<file path="config.mk">
export PLATFORM = sky130hd
export DESIGN_NAME = bres_clkgen
export DESIGN_NICKNAME = d
export VERILOG_FILES = /design/src/rtl/bres_pkg.sv /design/src/rtl/bres_cfg_reg.sv /design/src/rtl/bres_tick_select.sv /design/src/rtl/bres_accum.sv /design/src/rtl/bres_clkgen.sv
export SDC_FILE = /design/constraint.sdc
export NUM_CORES = 1
export LEC_CHECK = 0
export ABC_AREA = 1
export CAP_MARGIN = 20
export CORE_MARGIN = 8
export CORE_UTILIZATION = 50
export DETAILED_ROUTE_END_ITERATION = 8
export PLACE_DENSITY = 0.68
export RECOVER_POWER = 25
export SLEW_MARGIN = 30
export SYNTH_ARGS = -nofsm -noshare
export SYNTH_HDL_FRONTEND = slang
export SYNTH_SLANG_ARGS = --single-unit
</file>
<file path="constraint.sdc">
create_clock -name clk -period 4.2 [get_ports clk]
set_input_delay 0.84 -clock clk [delete_from_list [all_inputs] [get_ports clk]]
set_output_delay 0.84 -clock clk [all_outputs]
set_load 0.03 [all_outputs]
</file>
<file path="src/rtl/bres_pkg.sv">
package bres_pkg;

    localparam int FIELD_W = 16;
    localparam int WORD_W  = 2 * FIELD_W;
    localparam int ACC_W   = FIELD_W + 1;

    typedef enum logic { REF_48K = 1'b0, REF_44K1 = 1'b1 } ref_sel_e;

    typedef struct packed {
        ref_sel_e           src;
        logic [FIELD_W-1:0] inc;
        logic [FIELD_W-1:0] modulus;
    } gen_cfg_t;

    // Unpack a configuration word: the upper half holds (inc - mod - 1).
    function automatic gen_cfg_t decode_cfg(input logic [WORD_W-1:0] word,
                                            input logic sel);
        gen_cfg_t c;
        c.src     = ref_sel_e'(sel);
        c.inc     = word[FIELD_W-1:0];
        c.modulus = word[FIELD_W-1:0] - word[WORD_W-1:FIELD_W] - FIELD_W'(1);
        return c;
    endfunction

endpackage

</file>
<file path="src/rtl/bres_cfg_reg.sv">
module bres_cfg_reg
    import bres_pkg::*;
(
    input  logic              clk,
    input  logic              rst,
    input  logic              wr_i,
    input  logic              sel_i,
    input  logic [WORD_W-1:0] word_i,
    output gen_cfg_t          cfg_o,
    output logic              clr_o
);
    gen_cfg_t cfg_q;

    always_ff @(posedge clk) begin
        if (rst)
            cfg_q <= '0;
        else if (wr_i)
            cfg_q <= decode_cfg(word_i, sel_i);
    end

    assign cfg_o = cfg_q;
    assign clr_o = wr_i;

    // increment is zero straight after reset
    a_r1_reset_idle: assert property (@(posedge clk)
        rst |=> cfg_q.inc == '0);
endmodule

</file>
<file path="src/rtl/bres_tick_select.sv">
module bres_tick_select
    import bres_pkg::*;
(
    input  ref_sel_e src_i,
    input  logic     tick_44k1_i,
    input  logic     tick_48k_i,
    output logic     tick_o
);
    always_comb begin
        unique case (src_i)
            REF_44K1: tick_o = tick_44k1_i;
            default:  tick_o = tick_48k_i;
        endcase
    end
endmodule

</file>
<file path="src/rtl/bres_accum.sv">
module bres_accum
    import bres_pkg::*;
(
    input  logic     clk,
    input  logic     rst,
    input  logic     clr_i,
    input  logic     tick_i,
    input  gen_cfg_t cfg_i,
    output logic     strobe_o
);
    logic [ACC_W-1:0] acc_q;
    logic [ACC_W-1:0] sum;
    logic [ACC_W-1:0] mod_ext;
    logic             idle;
    logic             degen;
    logic             hit;
    logic             strobe_q;

    always_comb begin
        mod_ext = {1'b0, cfg_i.modulus};
        sum     = acc_q + {1'b0, cfg_i.inc};
        idle    = (cfg_i.inc == '0);
        degen   = !idle && (cfg_i.modulus < cfg_i.inc);
        hit     = (sum >= mod_ext);
    end

    always_ff @(posedge clk) begin
        if (rst || clr_i) begin
            acc_q    <= '0;
            strobe_q <= 1'b0;
        end else if (tick_i) begin
            if (idle) begin
                strobe_q <= 1'b0;
            end else if (degen) begin
                acc_q    <= '0;
                strobe_q <= 1'b1;
            end else if (hit) begin
                acc_q    <= sum - mod_ext;
                strobe_q <= 1'b1;
            end else begin
                acc_q    <= sum;
                strobe_q <= 1'b0;
            end
        end else begin
            strobe_q <= 1'b0;
        end
    end

    assign strobe_o = strobe_q;

    // a strobe is always caused by a counted tick one edge earlier
    a_r5_strobe_after_tick: assert property (@(posedge clk) disable iff (rst)
        strobe_q |-> $past(tick_i && !clr_i));
    // accumulator stays below the modulus in normal operation
    a_r4_acc_below_mod: assert property (@(posedge clk) disable iff (rst)
        (cfg_i.inc != '0 && cfg_i.modulus >= cfg_i.inc) |-> acc_q < mod_ext);
    // a write leaves the accumulator and strobe cleared
    a_r6_clear_on_write: assert property (@(posedge clk) disable iff (rst)
        clr_i |=> (acc_q == '0 && !strobe_q));
    // degenerate modulus keeps the accumulator at zero
    a_r7_degen_zero: assert property (@(posedge clk) disable iff (rst)
        (cfg_i.inc != '0 && cfg_i.modulus < cfg_i.inc) |-> acc_q == '0);
    // no strobe while the increment is zero
    a_r8_idle_silent: assert property (@(posedge clk) disable iff (rst)
        (cfg_i.inc == '0) |-> !strobe_q);
endmodule

</file>
<file path="src/rtl/bres_clkgen.sv">
module bres_clkgen
    import bres_pkg::*;
#(
    parameter int NUM_GEN = 2
) (
    input  logic               clk,
    input  logic               rst,
    input  logic [NUM_GEN-1:0] cfg_wr,
    input  logic               cfg_sel,
    input  logic [WORD_W-1:0]  cfg_word,
    input  logic               tick_44k1,
    input  logic               tick_48k,
    output logic [NUM_GEN-1:0] strobe_o
);
    for (genvar g = 0; g < NUM_GEN; g++) begin : g_chan
        gen_cfg_t cfg;
        logic     clr;
        logic     tick;

        bres_cfg_reg u_cfg (
            .clk    (clk),
            .rst    (rst),
            .wr_i   (cfg_wr[g]),
            .sel_i  (cfg_sel),
            .word_i (cfg_word),
            .cfg_o  (cfg),
            .clr_o  (clr)
        );

        bres_tick_select u_sel (
            .src_i       (cfg.src),
            .tick_44k1_i (tick_44k1),
            .tick_48k_i  (tick_48k),
            .tick_o      (tick)
        );

        bres_accum u_acc (
            .clk      (clk),
            .rst      (rst),
            .clr_i    (clr),
            .tick_i   (tick),
            .cfg_i    (cfg),
            .strobe_o (strobe_o[g])
        );
    end
endmodule

</file>
==> results.ini <==
[detailed_routing]
drc=0
vias_per_cell=5.29
wl_per_cell_um=15.2
drtIter0Drc=844
antenna_left=0
num_vias=9629
drtPass1Iterations=7
routed_wl_um=27700

[floorplan]
core_mm2=0.0192
row_count=51
die_area_mm2=0.0240
chipWidth_um=155
ios=41
die_y_um=155
start_util_pct=50.3

[timing]
timing.final.crit_period_ns=3.80
rsz0062_at_grt=no
setup_viol=0
final_hold_viol_count=0
fmax_ghz=0.263
post-route-period-util_pct=90.5
layout_setup_ws_ns=0.400
slew_viol_final=49
tns_ns=0
worst-slew-pin-transition_ns=2.15
maxSlewHeadroom_pct=-43.6
clock_skew_ns=0.00742
whs_ns=0.472

[logic_synthesis]
yosys-top-cells-area=dfxtp_1 21%, nand2_1 17%, ha_1 14%, inv_1 11%, nand3_1 5.0%
synth_edf_count=0
synth_seq_area_share_pct=21.1
netlist_area_mm2=0.00966
synth-warning-count=0
postSynthAreaPerCell_um2=6.34
syn-num-nets=1675
synth-seq-cells=102
syn_inst=1522
synth_top_area_share_pct=21.1
ys.flop_type=dfxtp_1
async_flop_share_pct=0
yosys.area.top_type=dfxtp_1
yosysUniqueCellTypes=45

[global_routing]
overflow=0
grt_busiest_layer=met2
antenna_found_initial=0
grt_pass1_wl_um=44500
grt_max_degree=49
grt_pass1_vias=8718
track_usage_pct=23.0
met1_usage_pct=33.3
use_met3_pct=4.44
use_met2_pct=33.9

[clocking]
clk_pin_slew_ns=0.07
cts.sinks=102
cts_resized=0
cts.hold.buffers_added=0
htreeDepth=3
clockBufferDepth=2
cts_tree=done
postCtsSetupRepairBufs=0
cts_made_buffers=9
clk_latency_ns=0.36
clockRootBuffer=clkbuf_16

[placement]
post-dp-hpwl_um=22400
place_congestion=0.931
dpl_cell_area_mm2=0.0103
place_inst=1806
place_ws_ns=0.547
portBuffers=40

[setup_path]
crit_type=reg -> reg
end_kind=register
worstPathArrival_ns=3.95
cp.required_ns=4.35
reg2reg_slack_ns=0.40
cp_max_fo=19
r2r_cells=22
start_kind=register
r2r-start=g_chan[1].u_acc.acc_q[0]
r2r_end=g_chan[1].u_acc.acc_q[15]

[pwr]
finalPower_mw=4.15
p_switching_mw=1.80
p_comb_share_pct=50.8
internal-power_mw=2.35
peakVddDrop_uv=235
switching_share_pct=43.5
p_per_area_mw_per_mm2=391
p_leak_nw=5.62
p_seq_share_pct=26.6
clock_power_share_pct=22.5

[run_status]
status=finished, violations left
violations=max-capacitance violations, max-slew violations

[hold_path]
worstHoldPathCells=2
hold_class=reg -> reg
min_from=g_chan[1].u_acc.acc_q[12]
hold_end=g_chan[1].u_acc.acc_q[12]

[final_layout]
final_cells=1821
antenna_cells=0
final_util_pct=55.3
fin_area_mm2=0.0106
drive_gt1_share_pct=5.85
fillers=1951
layout.nets=1705
syn_to_final_growth_pct=9.90

[run]
max_cap_violations=1

==> worst max path at each step <==
stage                                 to                       from  slack, ns  depth (start not counted)
4_1_cts        g_chan[1].u_acc.acc_q[12]  g_chan[1].u_cfg.cfg_o[16]       0.53                         21
3_3_place_gp   g_chan[1].u_acc.acc_q[15]  g_chan[1].u_cfg.cfg_o[16]       0.58                         22
5_1_grt        g_chan[1].u_acc.acc_q[15]   g_chan[1].u_acc.acc_q[0]       0.08                         22
3_5_place_dp   g_chan[1].u_acc.acc_q[12]  g_chan[1].u_cfg.cfg_o[16]       0.55                         21
2_1_floorplan   g_chan[0].u_acc.acc_q[7]  g_chan[0].u_cfg.cfg_o[16]       1.14                         20
6_report       g_chan[1].u_acc.acc_q[15]   g_chan[1].u_acc.acc_q[0]       0.40                         22
==> cells in the final DEF, fill, tap and decap left out, types with 4 or more instances in the layout <==
cell type	n
a21boi_0	4
a21o_1	5
a21oi_1	90
a21oi_2	14
and2_1	10
clkbuf_16	9
clkdlybuf4s50_1	39
clkinv_1	4
dfxtp_1	102
fa_1	5
ha_1	109
inv_1	291
inv_2	9
nand2_1	439
nand2_2	23
nand3_1	96
nand3_2	11
nand3b_1	13
nand4_1	47
nor2_1	57
nor3_1	7
nor4_1	5
o21a_1	4
o21ai_0	32
o21bai_1	4
o22ai_1	48
xnor2_1	25
xor2_1	15
==> power by group through the flow <==
stage,Sequential (mW),Combinational (mW),Clock (mW)
after detailed placement,1.13,2.06,0
after floorplan,1.11,1.64,0
after global placement,1.12,2.05,0
final,1.10,2.11,0.935
after CTS,1.10,2.08,0.948
after global routing,1.11,2.36,0.989
==> cell usage after synthesis (3+ instances only) <==
library cell,number
clkinv_1,4
nand3_1,96
nor4_1,5
o22ai_1,48
nand2_2,23
clkbuf_1,16
o21bai_1,4
nand3_2,11
xor2_1,15
or2_2,3
fa_1,5
nand2_1,439
a21boi_0,4
nor2_2,3
inv_2,9
nand4_1,47
nand3b_1,13
inv_1,291
buf_2,7
a21o_1,5
o21ai_0,32
nor3_1,7
a21oi_1,90
o21a_1,4
o21ai_1,3
a21oi_2,14
nor2_1,57
and2_1,10
dfxtp_1,102
ha_1,109
xnor2_1,25
==> worst max-delay path, stage by stage, from the launching register on <==
cell	delay, ns
dfxtp_1	0.35
ha_1	0.23
inv_1	0.07
fa_1	0.41
inv_1	0.12
nand3_1	0.09
nand2_2	0.12
nand3_1	0.13
nand3_1	0.10
nand2_1	0.05
nand2_1	0.09
inv_1	0.05
ha_1	0.37
nand2_1	0.12
nor2_1	0.13
and3_1	0.16
nand2_1	0.05
nand2_1	0.10
nand2_2	0.26
nand3_4	0.29
nand2_1	0.10
nand3_1	0.11
a21oi_1	0.08
==> kinds of logic after synthesis <==
kind of cell	Yosys count	synth area share, %
XOR/XNOR	40	3.63
adder cells (fa/ha/maj)	114	15.2
flip-flops	102	21.1
AO/OA/AOI/OAI	210	12.8
AND/OR/NAND/NOR	724	34.0
buffers and inverters	332	13.2
==> metal layers <==
layer | share of wire, % | routed length, µm | up-vias
met1 | 50 | 13900 | 4365
li1 | - | - | 4961
met3 | 7.2 | 1980 | 25
met5 | 0 | 0 | -
met2 | 41 | 11400 | 278
met4 | 1.5 | 417 | 0
==> flip-flops by register name, indices dropped and copies added (netlist names) <==
| signal | cells |
|---|---|
| g_chan.u_cfg.cfg_o | 66 |
| g_chan.u_acc.strobe_o | 2 |
| g_chan.u_acc.acc_q | 34 |
==> cell type report <==
class	count	area, µm²	area share (%)
clock buffers	10	239	2.25
clock inverters	5	82.6	0.778
inverters	304	1140	10.8
multi-input cells	1088	6340	59.7
flip-flops and latches	102	2040	19.2
well taps	265	332	3.12
repair buffers	47	439	4.14
Note: power is estimated with default switching activity, not from simulation.
